<file path="src/rtl/gpio_bank_pkg.sv">
package gpio_bank_pkg;
  // drive byte layout, MSB first: dir, push_pull, pull_en, pull_weak, pull_up, value
  typedef struct packed {
    logic dir;
    logic push_pull;
    logic pull_en;
    logic pull_weak;
    logic pull_up;
    logic value;
  } drive_cfg_t;

  typedef enum logic [1:0] {
    DET_OFF  = 2'b00,
    DET_FALL = 2'b01,
    DET_RISE = 2'b10,
    DET_BOTH = 2'b11
  } detect_e;

  localparam int DRIVE_BITS = $bits(drive_cfg_t);
endpackage

</file>
<file path="src/rtl/gpio_sync_edge.sv">
module gpio_sync_edge
  import gpio_bank_pkg::*;
(
  input  logic    clk,
  input  logic    rst,
  input  logic    pad_in,
  input  detect_e detect,
  output logic    level,
  output logic    evt
);
  logic meta_q, sync_q, prev_q;

  always_ff @(posedge clk) begin
    if (rst) begin
      meta_q <= 1'b0;
      sync_q <= 1'b0;
      prev_q <= 1'b0;
    end else begin
      meta_q <= pad_in;
      sync_q <= meta_q;
      prev_q <= sync_q;
    end
  end

  logic rose, fell;
  assign rose  = sync_q & ~prev_q;
  assign fell  = ~sync_q & prev_q;
  assign level = sync_q;

  always_comb begin
    unique case (detect)
      DET_FALL: evt = fell;
      DET_RISE: evt = rose;
      DET_BOTH: evt = rose | fell;
      default:  evt = 1'b0;
    endcase
  end
endmodule

</file>
<file path="src/rtl/gpio_pad_drive.sv">
module gpio_pad_drive
  import gpio_bank_pkg::*;
(
  input  drive_cfg_t cfg,
  output logic       out,
  output logic       oe,
  output logic       od,
  output logic       pen,
  output logic       pup,
  output logic       pweak
);
  // open-drain: only ever pulls low; push-pull: enable follows direction
  assign oe    = cfg.dir & (cfg.push_pull | ~cfg.value);
  assign out   = cfg.push_pull & cfg.value;
  assign od    = ~cfg.push_pull;
  assign pen   = cfg.pull_en;
  assign pup   = cfg.pull_up;
  assign pweak = cfg.pull_weak;
endmodule

</file>
<file path="src/rtl/gpio_ctrl_regs.sv">
module gpio_ctrl_regs
  import gpio_bank_pkg::*;
#(
  parameter int NUM_PINS = 13,
  parameter int ADDR_W   = 5,
  parameter int DATA_W   = 8
) (
  input  logic              clk,
  input  logic              rst,
  input  logic [ADDR_W-1:0] bus_addr,
  input  logic [DATA_W-1:0] bus_wdata,
  input  logic              bus_we,
  output logic [DATA_W-1:0] bus_rdata,
  input  logic [NUM_PINS-1:0] level,
  output drive_cfg_t        drive_o  [NUM_PINS],
  output detect_e           detect_o [NUM_PINS]
);
  localparam int SENSE_BASE = NUM_PINS;

  drive_cfg_t drive_q  [NUM_PINS];
  detect_e    detect_q [NUM_PINS];

  always_ff @(posedge clk) begin
    if (rst) begin
      for (int i = 0; i < NUM_PINS; i++) begin
        drive_q[i]  <= '0;
        detect_q[i] <= DET_OFF;
      end
    end else if (bus_we) begin
      for (int i = 0; i < NUM_PINS; i++) begin
        if (int'(bus_addr) == i)
          drive_q[i] <= drive_cfg_t'(bus_wdata[DRIVE_BITS-1:0]);
        if (int'(bus_addr) == SENSE_BASE + i)
          detect_q[i] <= detect_e'(bus_wdata[2:1]);
      end
    end
  end

  always_comb begin
    bus_rdata = '0;
    for (int i = 0; i < NUM_PINS; i++) begin
      if (int'(bus_addr) == i)
        bus_rdata = DATA_W'(drive_q[i]);
      if (int'(bus_addr) == SENSE_BASE + i)
        bus_rdata = DATA_W'({detect_q[i], level[i]});
    end
  end

  assign drive_o  = drive_q;
  assign detect_o = detect_q;
endmodule

</file>
<file path="src/rtl/gpio_pin_bank.sv">
module gpio_pin_bank
  import gpio_bank_pkg::*;
#(
  parameter int NUM_PINS = 13,
  parameter int DATA_W   = 8,
  localparam int ADDR_W  = $clog2(2 * NUM_PINS)
) (
  input  logic                clk,
  input  logic                rst,
  input  logic [ADDR_W-1:0]   bus_addr,
  input  logic [DATA_W-1:0]   bus_wdata,
  input  logic                bus_we,
  output logic [DATA_W-1:0]   bus_rdata,
  input  logic [NUM_PINS-1:0] pad_in,
  output logic [NUM_PINS-1:0] pad_out,
  output logic [NUM_PINS-1:0] pad_oe,
  output logic [NUM_PINS-1:0] pad_od,
  output logic [NUM_PINS-1:0] pull_en,
  output logic [NUM_PINS-1:0] pull_up,
  output logic [NUM_PINS-1:0] pull_weak,
  output logic [NUM_PINS-1:0] edge_evt
);
  drive_cfg_t          drive  [NUM_PINS];
  detect_e             detect [NUM_PINS];
  logic [NUM_PINS-1:0] level;

  gpio_ctrl_regs #(
    .NUM_PINS(NUM_PINS), .ADDR_W(ADDR_W), .DATA_W(DATA_W)
  ) u_regs (
    .clk(clk), .rst(rst),
    .bus_addr(bus_addr), .bus_wdata(bus_wdata), .bus_we(bus_we),
    .bus_rdata(bus_rdata), .level(level),
    .drive_o(drive), .detect_o(detect)
  );

  for (genvar g = 0; g < NUM_PINS; g++) begin : g_pin
    gpio_sync_edge u_sense (
      .clk(clk), .rst(rst), .pad_in(pad_in[g]), .detect(detect[g]),
      .level(level[g]), .evt(edge_evt[g])
    );
    gpio_pad_drive u_drive (
      .cfg(drive[g]), .out(pad_out[g]), .oe(pad_oe[g]), .od(pad_od[g]),
      .pen(pull_en[g]), .pup(pull_up[g]), .pweak(pull_weak[g])
    );
  end
endmodule

</file>
<file path="config.mk">
export PLATFORM = sky130hd
export DESIGN_NAME = gpio_pin_bank
export DESIGN_NICKNAME = d
export VERILOG_FILES = /design/src/rtl/gpio_bank_pkg.sv /design/src/rtl/gpio_sync_edge.sv /design/src/rtl/gpio_pad_drive.sv /design/src/rtl/gpio_ctrl_regs.sv /design/src/rtl/gpio_pin_bank.sv
export SDC_FILE = /design/constraint.sdc
export NUM_CORES = 1
export LEC_CHECK = 0
export BUFFER_PORTS_ARGS = -buffer_cell sky130_fd_sc_hd__buf_2
export CAP_MARGIN = 10
export CORE_MARGIN = 2
export CORE_UTILIZATION = 52
export DETAILED_ROUTE_END_ITERATION = 8
export PLACE_DENSITY = 0.77
export RECOVER_POWER = 100
export SLEW_MARGIN = 30
export SYNTH_ARGS = -nofsm -noshare
export SYNTH_HDL_FRONTEND = slang
export SYNTH_SLANG_ARGS = --single-unit
export TNS_END_PERCENT = 10
</file>
<file path="constraint.sdc">
create_clock -name clk -period 2.3 [get_ports clk]
set_input_delay 0.46 -clock clk [delete_from_list [all_inputs] [get_ports clk]]
set_output_delay 0.46 -clock clk [all_outputs]
set_load 0.03 [all_outputs]
</file>
==> metrics.txt <==
DRC violations left=0; Leakage=3.80 nW; ranking of synthesized cells by area=dfxtp_1 (35%), buf_4 (8.8%), nand2_1 (6.9%); Slew Limit Fails=144; MaxCap Viol Count=1; Clk pwr share=0.456; CTS Sinks=143; Final TNS setup=-1.78 ns; Mapped Area=8120 um^2; failing checks=capacitance limit, slew limit, setup timing; Fillers=1413; Startpoint Class=primary input; Starting Density=0.532; drt total wl=24400 um; HPWL Detailed=18000 um; GRT overflow=0; HP Start=pad_in[8]; via count of the routed design=7898; Hold/Removal Path Class=in2reg; RSZ-0062 raised after global routing=yes; CTS tree=done; fraction of layout cells with a size suffix above 1=0.231; Slew Limit Headroom=-0.0566; Setup-failing EPs final=6; most frequent cells in the layout=nand2_1 (149), dfxtp_1 (142), buf_4 (136); Clock Root Buffer=clkbuf_16; FP Rows=45; Post-Layout Inst Area=9790 um^2; worst path required time=1.84 ns; worst IR drop on VDD=0.537 mV; post-synth top area cell=dfxtp_1; Hold Path Sink=g_pin[8].u_sense.meta_q; main flop type after synthesis=dfxtp_1; total power=5.96 mW; setup ws final=-0.389 ns; RePlAce Congestion=0.973; wire per inst=17.3 um; multi-input combinational cell area=4200 um^2; Psw=1.48 mW; worst slew pin tran=1.58 ns; Final period util=1.17; Arr. time, crit path=2.23 ns; I/O pin total=128; met1 Usage GRT=0.355; hold_buf cts=0; Ys Warns=0; Core Area=15300 um^2; post-synth top area share=0.352; die height=129 um; Total Die Area=16600 um^2; Die X=129 um; Sequential cell area=2860 um^2; final cell count without fillers=1412; Port Buffers=123; post-synthesis register bit count=143; CP endpoint kind=primary output; final antenna diode count=0; power density cells=608 nW/um^2; initial antenna violation count=0; largest net degree at the start of global routing=144; antenna viol nets, final=0; M2 GR Usage=0.486; number of global-route vias before repair=7197; R2R Setup Slk=1.47 ns; drt pass-1 iters=6; post-DR vias/cell=5.59; R2R depth=2; Clock Latency Late Sink=0.42 ns; Yosys cell types=61; Bufs on Longest Clock Path=2; nets=1243; fraction of registers with async set/reset=0; DP Area=9060 um^2; critical-path maximum fanout=13; Seq/Total Area, Yosys=0.352; Reg-to-Reg End=u_regs.drive_o[60]; min Tclk post-route=2.69 ns; Fmax achieved=372 MHz; EDFF count, synth=0; Mapped Cells=1071; clk_skew=0.00295 ns; Int Power=4.47 mW; most common cell after layout, fill and taps aside=nand2_1; placed insts=1375; 1st-iter DRT viols=579; final core utilization=0.642; status=finished, violations left; synthesis-to-layout area growth=20.6%; global-route wire length before repair=37200 um; met3 GRT Util=0.0690; Comb pwr share=0.116; TritonCTS Buffers=17; Final Hold Fails=0; Min-Delay Path Depth=2; Reg clk slew, reported paths=0.06 ns; worst r2r src=u_regs.drive_o[60]; switch share=0.249; gr busiest metal=met2; gr usage total=0.288; CP Class=in2out; Reg power frac=0.428; htree depth=4; Avg Inst Size Synth=7.59 um^2
==> synth_stat cells (all sizes together), types with 5 or more instances <==
library cell	n
nand2	150
dfxtp	143
buf	113
a21oi	107
o21ai	75
nor2	68
nand3	58
inv	54
clkbuf	52
nor2b	36
mux2i	29
ha	26
a21boi	14
and2	14
nor3	13
a22oi	12
a211oi	8
nand2b	7
nand3b	7
a31oi	6
o22ai	6
a22o	5
a32oi	5
and3	5
o31ai	5
or3	5
==> power groups by stage <==
stage	logic, mW	registers, mW	clock network [mW]
3_3_place_gp	0.635	2.60	0
3_5_place_dp	0.637	2.60	0
6_report	0.690	2.55	2.72
5_1_grt	0.742	2.55	2.85
2_1_floorplan	0.380	2.59	0
4_1_cts	0.659	2.55	2.74
==> flip-flops by register name, indices dropped and copies added, names as in the netlist <==
register	flops
g_pin.u_sense.level	13
g_pin.u_sense.meta_q	13
g_pin.u_sense.prev_q	13
u_regs.drive_o	78
u_regs.detect_o	26
==> how the worst max path moves through the flow <==
stage / startpoint / endpoint / slack [ns] / cells after the start
finish: bus_addr[0] / bus_rdata[1] / -0.39 / 8
global route: bus_addr[0] / bus_rdata[1] / -0.45 / 8
CTS: bus_addr[2] / bus_rdata[0] / -0.37 / 10
detailed placement: bus_addr[2] / bus_rdata[1] / -0.51 / 8
global placement: bus_addr[2] / bus_rdata[1] / -0.50 / 8
floorplan: bus_addr[2] / bus_rdata[1] / -0.17 / 8
==> critical path, cell delays in order <==
cell and delay, ns:
buf_6 0.13, or3b_4 0.41, or3_4 0.35, a21oi_4 0.17
nor4_2 0.07, a311oi_2 0.31, o221ai_4 0.16, buf_6 0.16
==> layer usage <==
layer  vias to the layer above  routed length [um]
met5                         -                   0
met4                         0                 656
met3                        55                1920
met2                       344               11700
met1                      3690               10100
li1                       3809                   -
==> cell type report <==
cell class | instances | area share
multi-input combinational | 710 | 0.429
timing repair buffer | 262 | 0.171
sequential | 143 | 0.292
clock inverter | 10 | 0.0114
clock buffer | 22 | 0.0484
inverter | 54 | 0.0207
tap | 211 | 0.0270
==> logic make-up after synthesis <==
| family | Yosys count | share of synthesized area |
|---|---|---|
| AOI/OAI and AO/OA | 278 | 0.207 |
| adders and majority gates | 26 | 0.0400 |
| buffers and inverters | 219 | 0.148 |
| DFF | 143 | 0.352 |
| muxes | 31 | 0.0385 |
| other | 1 | 0.000462 |
| and+or+nand+nor | 373 | 0.213 |
==> timing repair <==
action                                  4_1_cts  5_1_grt
hold endpoints to repair                      0        0
gates resized for setup                      24       29
setup buffers                                 1        4
endpoints found under the setup margin        6        6
pin swaps                                     1        8
==> through the flow <==
stage,hold slack (ns),worst slack [ns]
3_3_place_gp,0.416,-0.502
2_1_floorplan,0.414,-0.165
5_1_grt,0.241,-0.447
6_report,0.246,-0.389
4_1_cts,0.234,-0.372
3_5_place_dp,0.422,-0.514
Power figures use the tool's default switching activity.
